--- config.mk ---
export PLATFORM = sky130hd
export DESIGN_NAME = sc_shift_unit
export DESIGN_NICKNAME = d
export VERILOG_FILES = /design/src/rtl/sc_shift_pkg.sv /design/src/rtl/sc_sin_mux.sv /design/src/rtl/sc_cin_mux.sv /design/src/rtl/sc_serial_reg.sv /design/src/rtl/sc_shift_unit.sv
export SDC_FILE = /design/constraint.sdc
export NUM_CORES = 1
export LEC_CHECK = 0
export BUFFER_PORTS_ARGS = -buffer_cell sky130_fd_sc_hd__buf_4
export CORE_MARGIN = 2
export CORE_UTILIZATION = 24
export DETAILED_ROUTE_END_ITERATION = 8
export GPL_TIMING_DRIVEN = 0
export PLACE_DENSITY_LB_ADDON = 0.15
export SLEW_MARGIN = 30
export SYNTH_ARGS = -nofsm -noshare
export SYNTH_HDL_FRONTEND = slang
export SYNTH_SLANG_ARGS = --single-unit
--- constraint.sdc ---
create_clock -name clk -period 1.41 [get_ports clk]
set_input_delay 0.141 -clock clk [delete_from_list [all_inputs] [get_ports clk]]
set_output_delay 0.141 -clock clk [all_outputs]
set_load 0.02 [all_outputs]
--- src/rtl/sc_shift_pkg.sv ---
package sc_shift_pkg;

   typedef enum logic [1:0] {
      OP_HOLD  = 2'b00,
      OP_LOAD  = 2'b01,
      OP_SHIFT = 2'b10,
      OP_IDLE  = 2'b11
   } reg_op_e;

   typedef enum logic [2:0] {
      SIN_ZERO    = 3'd0,
      SIN_ONE     = 3'd1,
      SIN_ROTATE  = 3'd2,
      SIN_CROSS   = 3'd3,
      SIN_FLAG_N  = 3'd4,
      SIN_FLAG    = 3'd5,
      SIN_CARRY   = 3'd6,
      SIN_SIGN    = 3'd7
   } sin_sel_e;

   typedef enum logic [2:0] {
      CIN_ZERO  = 3'd0,
      CIN_ONE   = 3'd1,
      CIN_RF    = 3'd2,
      CIN_Q     = 3'd3,
      CIN_RSV4  = 3'd4,
      CIN_RSV5  = 3'd5,
      CIN_CARRY = 3'd6,
      CIN_SIGN  = 3'd7
   } cin_sel_e;

endpackage

--- src/rtl/sc_sin_mux.sv ---
module sc_sin_mux
   import sc_shift_pkg::*;
(
   input  logic [2:0] sel,
   input  logic       own_out,
   input  logic       other_out,
   input  logic       flag,
   input  logic       carry,
   input  logic       sign,
   output logic       sin
);
   always_comb begin
      unique case (sin_sel_e'(sel))
         SIN_ZERO   : sin = 1'b0;
         SIN_ONE    : sin = 1'b1;
         SIN_ROTATE : sin = own_out;
         SIN_CROSS  : sin = other_out;
         SIN_FLAG_N : sin = ~flag;
         SIN_FLAG   : sin = flag;
         SIN_CARRY  : sin = carry;
         SIN_SIGN   : sin = sign;
         default    : sin = 1'b0;
      endcase
   end
endmodule

--- src/rtl/sc_cin_mux.sv ---
module sc_cin_mux
   import sc_shift_pkg::*;
(
   input  logic [2:0] sel,
   input  logic       rf_out,
   input  logic       q_out,
   input  logic       carry,
   input  logic       sign,
   output logic       cin
);
   always_comb begin
      unique case (cin_sel_e'(sel))
         CIN_ZERO  : cin = 1'b0;
         CIN_ONE   : cin = 1'b1;
         CIN_RF    : cin = rf_out;
         CIN_Q     : cin = q_out;
         CIN_CARRY : cin = carry;
         CIN_SIGN  : cin = sign;
         default   : cin = 1'b0;
      endcase
   end
endmodule

--- src/rtl/sc_serial_reg.sv ---
module sc_serial_reg
   import sc_shift_pkg::*;
#(
   parameter int WIDTH = 8
) (
   input  logic             clk,
   input  logic             rst,
   input  logic [1:0]       op,
   input  logic             dir_up,
   input  logic [WIDTH-1:0] load_data,
   input  logic             serial_in,
   output logic [WIDTH-1:0] value,
   output logic             serial_out
);
   localparam int MSB = WIDTH - 1;

   logic [WIDTH-1:0] shifted;

   generate
      if (WIDTH < 2) begin : g_width_bad
         initial $fatal(1, "sc_serial_reg: WIDTH must be at least 2");
      end
      for (genvar i = 0; i < WIDTH; i++) begin : g_bit
         if (i == 0) begin : g_low
            assign shifted[i] = dir_up ? serial_in : value[i+1];
         end else if (i == MSB) begin : g_high
            assign shifted[i] = dir_up ? value[i-1] : serial_in;
         end else begin : g_mid
            assign shifted[i] = dir_up ? value[i-1] : value[i+1];
         end
      end
   endgenerate

   assign serial_out = dir_up ? value[MSB] : value[0];

   always_ff @(posedge clk) begin
      if (rst) begin
         value <= '0;
      end else begin
         unique case (reg_op_e'(op))
            OP_LOAD  : value <= load_data;
            OP_SHIFT : value <= shifted;
            default  : value <= value;
         endcase
      end
   end
endmodule

--- src/rtl/sc_shift_unit.sv ---
module sc_shift_unit
   import sc_shift_pkg::*;
#(
   parameter int WIDTH = 8
) (
   input  logic             clk,
   input  logic             rst,
   input  logic             dir_up,
   input  logic [1:0]       rf_op,
   input  logic [1:0]       q_op,
   input  logic [WIDTH-1:0] rf_load_data,
   input  logic [WIDTH-1:0] q_load_data,
   input  logic [2:0]       rf_sin_sel,
   input  logic [2:0]       q_sin_sel,
   input  logic [2:0]       cin_sel,
   input  logic             alu_carry,
   input  logic             alu_sign,
   input  logic             flag_latched,
   output logic [WIDTH-1:0] rf_value,
   output logic [WIDTH-1:0] q_value,
   output logic             rf_shift_out,
   output logic             q_shift_out,
   output logic             carry_in
);
   logic rf_sin;
   logic q_sin;

   sc_sin_mux u_rf_sin (
      .sel       (rf_sin_sel),
      .own_out   (rf_shift_out),
      .other_out (q_shift_out),
      .flag      (flag_latched),
      .carry     (alu_carry),
      .sign      (alu_sign),
      .sin       (rf_sin)
   );

   sc_sin_mux u_q_sin (
      .sel       (q_sin_sel),
      .own_out   (q_shift_out),
      .other_out (rf_shift_out),
      .flag      (flag_latched),
      .carry     (alu_carry),
      .sign      (alu_sign),
      .sin       (q_sin)
   );

   sc_serial_reg #(.WIDTH(WIDTH)) u_rf_reg (
      .clk        (clk),
      .rst        (rst),
      .op         (rf_op),
      .dir_up     (dir_up),
      .load_data  (rf_load_data),
      .serial_in  (rf_sin),
      .value      (rf_value),
      .serial_out (rf_shift_out)
   );

   sc_serial_reg #(.WIDTH(WIDTH)) u_q_reg (
      .clk        (clk),
      .rst        (rst),
      .op         (q_op),
      .dir_up     (dir_up),
      .load_data  (q_load_data),
      .serial_in  (q_sin),
      .value      (q_value),
      .serial_out (q_shift_out)
   );

   sc_cin_mux u_cin (
      .sel    (cin_sel),
      .rf_out (rf_shift_out),
      .q_out  (q_shift_out),
      .carry  (alu_carry),
      .sign   (alu_sign),
      .cin    (carry_in)
   );
endmodule

-- After elaboration in Yosys (flattened, before gate mapping)
Index checks and enable logic that the tools add are counted.
- add/subtract/negate cells: 0
- $mul: 0
- divide/modulo/power cells: 0
- order comparisons: 0
- eq/ne operators: 23
- shift-type cells: 0
- multiplexer cells: 23
- bitwise gates (word level): 1
- reductions and logical operators: 4
- operator list (kind ; count):
    8-bit case mux with 2 select lines ; 2
    3-bit == test (second input constant) ; 10
    3-bit by 2-bit == test with 1-bit output (second input constant) ; 6
    1-bit 2-to-1 mux ; 18
    1-bit case mux with 8 select lines ; 2
    3-bit by 1-bit == test with 1-bit output (second input constant) ; 3
    3-bit zero test ; 2
    1-bit case mux with 5 select lines ; 1
    2-bit by 1-bit == test with 1-bit output (second input constant) ; 2
    2-bit == test (second input constant) ; 2
    2-bit nonzero test ; 2
    1-bit inverter ; 1
- register bits after elaboration: 16
- bits in latches: 0
- bits in writable memories: 0
- bits in read-only memories: 0
- input port bits: 35
- output and inout port bits: 19
- word-level logic and storage cells: 53
- memories kept: 0

-- Longest topological paths before layout
Gate-level depths: netlist of run 1.
- depth in word-level cells: 4
- gate-level depth with buffers: 8
- mapped depth without buffers: 6

-- By module
Synthesis of run 1 repeated with hierarchy kept, for this count alone.
- cell total of the unflattened synthesis: 122
- area, all modules: 1253.7 um2
- by module, submodules not included (module ; times used ; cells an instance ; area each (um2) ; seq. area each (um2)):
    sc_serial_reg ; 2 ; 48 ; 541.8 ; 160.2
    sc_sin_mux ; 2 ; 10 ; 65.1 ; 0.0
    sc_cin_mux ; 1 ; 6 ; 40.0 ; 0.0

-- Worst setup path before layout of run 1
Ideal clock, no wire load.
- path type: flip-flop to flip-flop
- start point: register u_q_reg.value[7]
- end point: register u_q_reg.value[0]
- arrival time: 1.380 ns
- setup slack: -0.111 ns
- cell stages (with the launch flop): 6
- buffers on the path: 0
- cells stage by stage: dfxtp_1 mux2i_1 inv_1 a21o_1 a2111oi_0 a2111oi_0
- word-level cells in the longest chain between the ends: 4
- ends and longest elaborated chain (what ; RTL line ; text):
    start, declared ; sc_serial_reg.sv:12 ; output logic [WIDTH-1:0] value,
    start signal, assigned ; sc_serial_reg.sv:41 ; OP_LOAD : value <= load_data;
    start signal, assigned ; sc_serial_reg.sv:42 ; OP_SHIFT : value <= shifted;
    start signal, assigned ; sc_serial_reg.sv:43 ; default : value <= value;
    1-bit 2-to-1 mux ; sc_serial_reg.sv:34 ; assign serial_out = dir_up ? value[MSB] : value[0];
    net q_shift_out ; sc_shift_unit.sv:22 ; output logic q_shift_out,
    1-bit case mux with 8 select lines ; sc_sin_mux.sv:13 ; unique case (sin_sel_e'(sel))
    1-bit 2-to-1 mux ; sc_serial_reg.sv:25 ; assign shifted[i] = dir_up ? serial_in : value[i+1];
    8-bit case mux with 2 select lines ; sc_serial_reg.sv:40 ; unique case (reg_op_e'(op))
The timed path passes the listed nets, and every way through them passes these cells.
A chain may end at the register's enable or synchronous reset.

-- Final worst setup path of run 1
- start point: register u_rf_reg.value[0]
- end point: output port carry_in
- word-level cells in the longest chain between the ends: 2
- ends and longest elaborated chain (what ; RTL line ; text):
    start, declared ; sc_serial_reg.sv:12 ;
    start signal, assigned ; sc_serial_reg.sv:41 ;
    start signal, assigned ; sc_serial_reg.sv:42 ;
    start signal, assigned ; sc_serial_reg.sv:43 ;
    1-bit 2-to-1 mux ; sc_serial_reg.sv:34 ;
    1-bit case mux with 5 select lines ; sc_cin_mux.sv:12 ; unique case (cin_sel_e'(sel))
    end, declared ; sc_shift_unit.sv:23 ; output logic carry_in
Every way passes these cells.

==> results of run 1 <==
placed cells by master, fill, tap and decap left out, drive strengths merged:
| master | instances |
|---|---|
| dfxtp | 16 |
| nor3 | 2 |
| nand2 | 7 |
| mux2i | 15 |
| nand3 | 3 |
| and2 | 1 |
| a41o | 1 |
| a32o | 1 |
| a31o | 2 |
| o31ai | 2 |
| ha | 2 |
| a2111oi | 5 |
| a211oi | 12 |
| a21oi | 14 |
| o21ai | 3 |
| clkbuf | 9 |
| nor2 | 27 |
| mux2 | 3 |
| a21o | 1 |
| nor2b | 3 |
| buf | 59 |
| o211a | 1 |
| mux4 | 1 |
| inv | 11 |
final timing paths:
path | end | depth (start not counted)
setup / recovery | carry_in | 5
hold / removal | u_rf_reg.value[2] | 2
setup reg to reg | u_rf_reg.value[7] | 6
hold reg to reg | u_q_reg.value[7] | 2
cell type report:
class	count	area [µm²]	share of cell area [%]
Buffer	9	50.0	2.89
Timing Repair Buffer	55	420	24.2
Inverter	11	41.3	2.38
Sequential cell	16	325	18.8
Tap cell	52	65.1	3.75
Clock buffer	4	55.1	3.17
Multi-Input combinational cell	106	777	44.8
cell usage after synthesis (2+ instances only):
cell type	count	share of area, %
sky130_fd_sc_hd__nor3_1	2	0.90
sky130_fd_sc_hd__nand2_1	7	2.4
sky130_fd_sc_hd__nor2_1	27	9.1
sky130_fd_sc_hd__ha_1	2	2.2
sky130_fd_sc_hd__a211oi_1	12	8.1
sky130_fd_sc_hd__clkbuf_1	7	2.4
sky130_fd_sc_hd__nand3_1	3	1.3
sky130_fd_sc_hd__dfxtp_1	16	29
sky130_fd_sc_hd__inv_1	11	3.7
sky130_fd_sc_hd__mux2_2	2	2.0
sky130_fd_sc_hd__nor2b_1	3	1.7
sky130_fd_sc_hd__a31o_2	2	1.6
sky130_fd_sc_hd__a2111oi_0	5	3.9
sky130_fd_sc_hd__o31ai_1	2	1.3
sky130_fd_sc_hd__o21ai_0	3	1.3
sky130_fd_sc_hd__a21oi_1	14	6.3
sky130_fd_sc_hd__mux2i_1	15	13
flip-flops by register name (all words and copies together), names as in the netlist:
| signal | cells |
|---|---|
| u_rf_reg.value | 8 |
| u_q_reg.value | 8 |
layer usage:
layer,up-vias,share of wire [%],GRT usage (%),wire (µm)
met4,0,1.1,4.19,40
met2,54,47,23.0,1690
met1,577,44,17.7,1590
met3,7,8.1,3.33,292
li1,632,-,-,-
met5,-,0,0,0
power by group:
group	total (mW)	internal, mW	switching, mW
Combinational	0.538	0.263	0.276
Sequential	0.541	0.495	0.0457
Clock	0.412	0.248	0.164
per-stage QoR:
step | instance area (µm²) | hold slack, ps | setup TNS (ps) | power (mW)
after global routing | 1730 | 262 | -681 | 1.57
after floorplan | 1120 | 414 | -104 | 0.818
after CTS | 1680 | 226 | -264 | 1.48
final | 1730 | 229 | -390 | 1.49
after global placement | 1570 | 493 | -2210 | 1.02
after detailed placement | 1570 | 490 | -2750 | 1.03
worst max-delay path, delay by kind of cell, from the launching register on:
family / cells / cell delay (ps)
compound gates: 2 / 310
flops: 1 / 320
mux: 2 / 430
buf+inv: 1 / 130
timing repair:
action                     4_1_cts  5_1_grt
gates resized for setup         10       12
buffers inserted                 3        1
pin swaps                        6        3
setup endpoints to repair        5       15
kinds of logic (layout without fill, tap and decap cells):
kind of cell	Yosys count	in the layout	share of synthesized area, %
and+or+nand+nor	43	43	15.9
AOI/OAI and AO/OA	42	42	25.9
buffers and inverters	22	79	8.51
muxes	19	19	18.8
DFF	16	16	28.7
adders and majority gates	2	2	2.24
==> results.txt, run 1 <==
----------------------------------------------------
[Cells and area]
  Nets ... 239
  Post-synthesis to final-layout area growth ... 55.2%
  Count of antenna diodes in the layout ... 0
  Fill count ... 463
  Finished Core Util ... about two fifths
  Fraction of final layout cells sized beyond drive strength 1 ... 40.3%
  Layout Cells excl Fill ... between 200 and 300

[Die]
  Die extent in y ... 72.2 µm
  Die ar. ... ~5200 µm²
  Placement row count ... 24
  I/O pin count ... 54
  Starting Density ... 25.3%
  Standard cell core area ... 4410 µm²
  Die W ... about 72 µm

[Power]
  Maximum VDD drop ... 533 µV
  PD cells ... around 860 nW/µm²
  Leak pwr ... 0.803 nW

[Setup path]
  Slowest stage delay, CP ... 320 ps
  Standard cell with the maximum stage delay on the critical path ... sky130_fd_sc_hd__dfxtp_2
  Launch instance of the worst register-to-register path ... u_rf_reg.value[0]
  Kind of end point of the critical path ... output port
  Data required time of the critical path ... 1270 ps
  Kind of critical path ... register to output port
  Nature of the critical path startpoint ... register
  Sequence of cells on the critical path ... mux2_4 -> mux2i_1 -> o21ai_1 -> a32o_1 -> buf_6
  Slack of the worst reg-to-reg path ... -100 ps
  Worst path arrival time ... about 1500 ps
  Critical Path Source ... u_rf_reg.value[0]
  Crit-path max FO ... 3

[Place]
  Number of buffer cells added on primary ports ... 51
  Number of cells after detailed placement ... approximately 250
  Half-perimeter wire length after placement ... 2710 µm
  Post-placement worst setup slack ... -265 ps
  Final weighted congestion in routability-driven placement ... 0.775

[CTS]
  Insertion delay to the later sink of the worst-skew pair ... 250 ps
  Hold-fix buffers at CTS ... 0
  Number of buffers created by CTS ... 3
  Register clock-pin slew on the reported worst setup and hold paths ... 60 ps
  Sinks on the clock net ... 16
  H-tree depth ... 1
  Root buffer selected by CTS ... sky130_fd_sc_hd__clkbuf_8
  Maximum clock path buffer count ... 2
  Clock tree from TritonCTS ... built

[Detailed routing]
  Number of detailed-routing iterations run before antenna repair ... 5
  Total wirelength of the detailed-routed design ... 3600 µm
  Count of unresolved DRC violations after routing ... 0
  Vias ... 1270
  First DRT Iteration DRCs ... 53
  Average wire length per cell after detail routing ... 14.2 µm
  Antenna-violating nets left ... 0
  Routed via count divided by cell count ... between 5 and 6

[GRT]
  Vias in the first global route ... 1274
  Pin count of the biggest net entering global routing ... 11
  Initial antenna violation count ... 0
  Residual overflow from global routing ... 0
  Global-route wire length before repair ... 5820 µm
  Total track usage ... between 10% and 20%

[Timing]
  Final setup slack of the worst path ... -184 ps
  Time the worst path needs with I/O delays and setup ... 1590 ps
  RSZ-0062 raised after global routing ... yes
  Final worst-path cycle share ... 113%
  Pins over their slew limit ... 0
  Timing-limited maximum frequency ... 0.627 GHz
  Setup-violating endpoint count in the final report ... 4
  Worst setup skew after layout ... 0.911 ps
  Rel. slew slack ... 69.9%
  Slew of the pin with the lowest slew margin ... 451 ps
  Final hold violations ... 0

[Run]
  Max_cap viols ... 0

[Outcome]
  Run status ... finished with violations
  Violated checks ... setup timing

[Yosys]
  Number of warning messages in the yosys log ... 0
  Average footprint of a synthesized cell ... between 7 and 8 µm²
  Synthesis-stage register bit count ... 16
  Number of enable-type register cells in the synthesized netlist ... 0
  Cell area after technology mapping ... 1120 µm²
  Post-synthesis net count ... 181
  Ys flop type ... sky130_fd_sc_hd__dfxtp_1
  Proportion of synthesized flip-flops having asynchronous set or reset ... 0%
  Number of distinct library cells after synthesis ... 28
  Number of cells produced by synthesis ... 144
  Portion of the post-synthesis area used by sequential elements ... 28.7%

[Worst hold path]
  Startpoint of the lowest-slack hold path ... rst
  Min-Delay Path Class ... primary input to register

----------------------------------------------------
Power figures use the tool's default switching activity.
==> run 2: changes to the inputs <==
PLACE_DENSITY = 0.52   (was not set)
PLACE_DENSITY_LB_ADDON = not set   (was 0.15)
SYNTH_HIERARCHICAL = 1   (was not set)
==> results.txt, run 2 <==
----------------------------------------------------
[Outcome]
  Run status ... finished with violations
  Violated checks ... setup timing

[Timing]
  Time the worst path needs with I/O delays and setup ... between 1500 and 2000 ps
  Final worst-path cycle share ... 113%
  Sum Neg Setup Slack ... -864 ps
  Final hold violations ... 0
  Timing-limited maximum frequency ... 0.630 GHz
  Slew of the pin with the lowest slew margin ... 279 ps
  Pins over their slew limit ... 0
  RSZ-0062 raised after global routing ... yes
  Setup-violating endpoint count in the final report ... 6
  Rel. slew slack ... 81.4%
  Worst setup skew after layout ... approximately 0.73 ps
  Final setup slack of the worst path ... -178 ps
  Post-Route Hold Slack ... 277 ps

[Power]
  Leak pwr ... 0.818 nW
  PD cells ... 754 nW/µm²
  Maximum VDD drop ... between 300 and 400 µV

[Yosys]
  Main area contributors after synthesis ... sky130_fd_sc_hd__dfxtp_1, sky130_fd_sc_hd__o221ai_2, sky130_fd_sc_hd__mux2i_1, sky130_fd_sc_hd__or4b_1, sky130_fd_sc_hd__nand2_1
  Average footprint of a synthesized cell ... slightly above 10 µm²
  Portion of the post-synthesis area used by sequential elements ... roughly 26%
  Synthesis-stage register bit count ... 16
  Number of cells produced by synthesis ... 122
  Number of enable-type register cells in the synthesized netlist ... 0
  Cell area after technology mapping ... 1250 µm²
  Ys flop type ... sky130_fd_sc_hd__dfxtp_1
  Number of warning messages in the yosys log ... 6
  Largest area contributor in the netlist ... sky130_fd_sc_hd__dfxtp_1
  Number of distinct library cells after synthesis ... 22
  Top-count cell post-synth ... sky130_fd_sc_hd__nand2_1
  Area share of the leading cell type in the synthesized netlist ... approximately 26%
  Post-synthesis net count ... 159
  Most common library cells after synthesis ... sky130_fd_sc_hd__nand2_1, sky130_fd_sc_hd__mux2i_1, sky130_fd_sc_hd__dfxtp_1, sky130_fd_sc_hd__o221ai_2, sky130_fd_sc_hd__or4b_1
  Proportion of synthesized flip-flops having asynchronous set or reset ... 0%

[Die]
  Starting Density ... 24.7%
  I/O pin count ... 54
  Die ar. ... just under 6000 µm²
  Die extent in y ... 76.3 µm
  Standard cell core area ... between 5000 and 6000 µm²
  Placement row count ... 26
  Die W ... between 70 and 80 µm

[Cells and area]
  Fill count ... 535
  Area taken by multi-input logic gates ... around 860 µm²
  Fraction of final layout cells sized beyond drive strength 1 ... 51.4%
  Count of antenna diodes in the layout ... 0
  Nets ... 222
  Reg area ... 330 µm²
  Most used cells in the layout excluding fill and tap cells ... sky130_fd_sc_hd__buf_4, sky130_fd_sc_hd__nand2_1, sky130_fd_sc_hd__mux2i_1
  Biggest regs ... u_q_reg/value (8), u_rf_reg/value (8)
  Post-synthesis to final-layout area growth ... 48.6%
  Most common cell after layout, fill and taps aside ... sky130_fd_sc_hd__buf_4

[GRT]
  Global-route wire length before repair ... 5690 µm
  Vias in the first global route ... 1227
  Residual overflow from global routing ... 0
  Initial antenna violation count ... 0
  Total track usage ... 11.8%
  Pin count of the biggest net entering global routing ... 17

[Run]
  Max_cap viols ... 0

[CTS]
  Register clock-pin slew on the reported worst setup and hold paths ... 60 ps
  Insertion delay to the later sink of the worst-skew pair ... 250 ps
  Root buffer selected by CTS ... sky130_fd_sc_hd__clkbuf_8
  H-tree depth ... 1
  Sinks on the clock net ... 16
  Hold-fix buffers at CTS ... 0
  Number of buffers created by CTS ... 3
  Maximum clock path buffer count ... 2
  Clock tree from TritonCTS ... built

[Detailed routing]
  Vias ... 1208
  Total wirelength of the detailed-routed design ... 3460 µm
  Routed via count divided by cell count ... 4.77
  Antenna-violating nets left ... 0
  Average wire length per cell after detail routing ... around 14 µm
  First DRT Iteration DRCs ... 51
  Count of unresolved DRC violations after routing ... 0
  Number of detailed-routing iterations run before antenna repair ... 2

[Setup path]
  Crit-path max FO ... 3
  Nature of the critical path startpoint ... register
  Worst path arrival time ... between 1500 and 2000 ps
  Kind of end point of the critical path ... register
  Kind of critical path ... register to register
  Data required time of the critical path ... 1540 ps

[Place]
  Half-perimeter wire length after placement ... 2730 µm
  Final weighted congestion in routability-driven placement ... 0.736
  Number of buffer cells added on primary ports ... 52

[Worst hold path]
  Min-Delay Path Class ... primary input to register

----------------------------------------------------
-- run 2: changes by cell type after synthesis, moves of 5 or more --
cell / before / now
sky130_fd_sc_hd__o221ai_2: 0 / 16
sky130_fd_sc_hd__nor2_1: 27 / 0
sky130_fd_sc_hd__a2111oi_0: 5 / 0
sky130_fd_sc_hd__nand2_1: 7 / 18
sky130_fd_sc_hd__or4b_1: 0 / 16
sky130_fd_sc_hd__clkbuf_1: 7 / 0
sky130_fd_sc_hd__a21oi_1: 14 / 0
sky130_fd_sc_hd__a211oi_1: 12 / 0
-- run 2: repair_timing --
item,4_1_cts,5_1_grt
gates resized for setup,3,2
pin swaps,1,2
endpoints found under the setup margin,5,5
buffers inserted,4,2
hold endpoints to repair,0,0
-- run 2: routing by layer --
layer	wire [µm]	GRT usage (%)	vias to the layer above
li1	-	-	614
met5	0	0	-
met1	1460	14.0	561
met4	53	5.45	0
met2	1780	20.4	29
met3	160	2.25	4
-- run 2: area by class of cell --
| cell class | instances | share of cell area (%) |
|---|---|---|
| Multi-Input combinational cell | 91 | 46.1 |
| Timing Repair Buffer | 58 | 23.8 |
| Sequential cell | 16 | 17.7 |
| Tap cell | 70 | 4.70 |
| Buffer | 8 | 4.03 |
| Clock buffer | 3 | 2.22 |
| Inverter | 7 | 1.41 |
-- run 2: kinds of logic after synthesis --
group	count (synthesis)	synth area share, %
simple gates	44	23.7
compound gates	26	25.7
mux	19	15.4
flops	16	25.5
buf+inv	15	7.68
fa+ha+maj	2	2.00
-- run 2: worst max-delay path: stages (launching register included) --
cell                       delay, ps
sky130_fd_sc_hd__dfxtp_4         340
sky130_fd_sc_hd__mux2_4          280
sky130_fd_sc_hd__and2b_1         200
sky130_fd_sc_hd__o22ai_2          50
sky130_fd_sc_hd__a211o_1         280
sky130_fd_sc_hd__mux2i_1         190
sky130_fd_sc_hd__o221ai_2        120
-- run 2: stage by stage --
| step | setup WS, ps | cells | area, µm² | power, mW | utilization [%] |
|---|---|---|---|---|---|
| 3_5_place_dp | -219 | 244 | 1750 | 1.04 | 34.6 |
| 6_report | -178 | 253 | 1860 | 1.40 | 36.7 |
| 4_1_cts | -181 | 251 | 1840 | 1.41 | 36.2 |
| 2_1_floorplan | -139 | 122 | 1280 | 0.827 | - |
| 3_3_place_gp | -170 | 244 | 1750 | 1.02 | 34.6 |
| 5_1_grt | -271 | 253 | 1860 | 1.48 | 36.7 |
-- run 2: final timing paths --
path / cells past startpoint / end / slack (ps) / from
setup / recovery: 6 / u_rf_reg/value[0] / -180 / u_q_reg/value[0]
setup reg to reg: 6 / u_rf_reg/value[0] / -180 / u_q_reg/value[0]
hold reg to reg: 2 / u_rf_reg/value[7] / 550 / u_rf_reg/value[7]
hold / removal: 3 / u_rf_reg/value[4] / 280 / rf_load_data[4]
-- run 2: where the power goes --
part           total (mW)  switching (mW)  internal (mW)  leakage (nW)
registers           0.530          0.0384          0.492         0.134
logic               0.528           0.253          0.276         0.663
clock network       0.346           0.156          0.190        0.0216
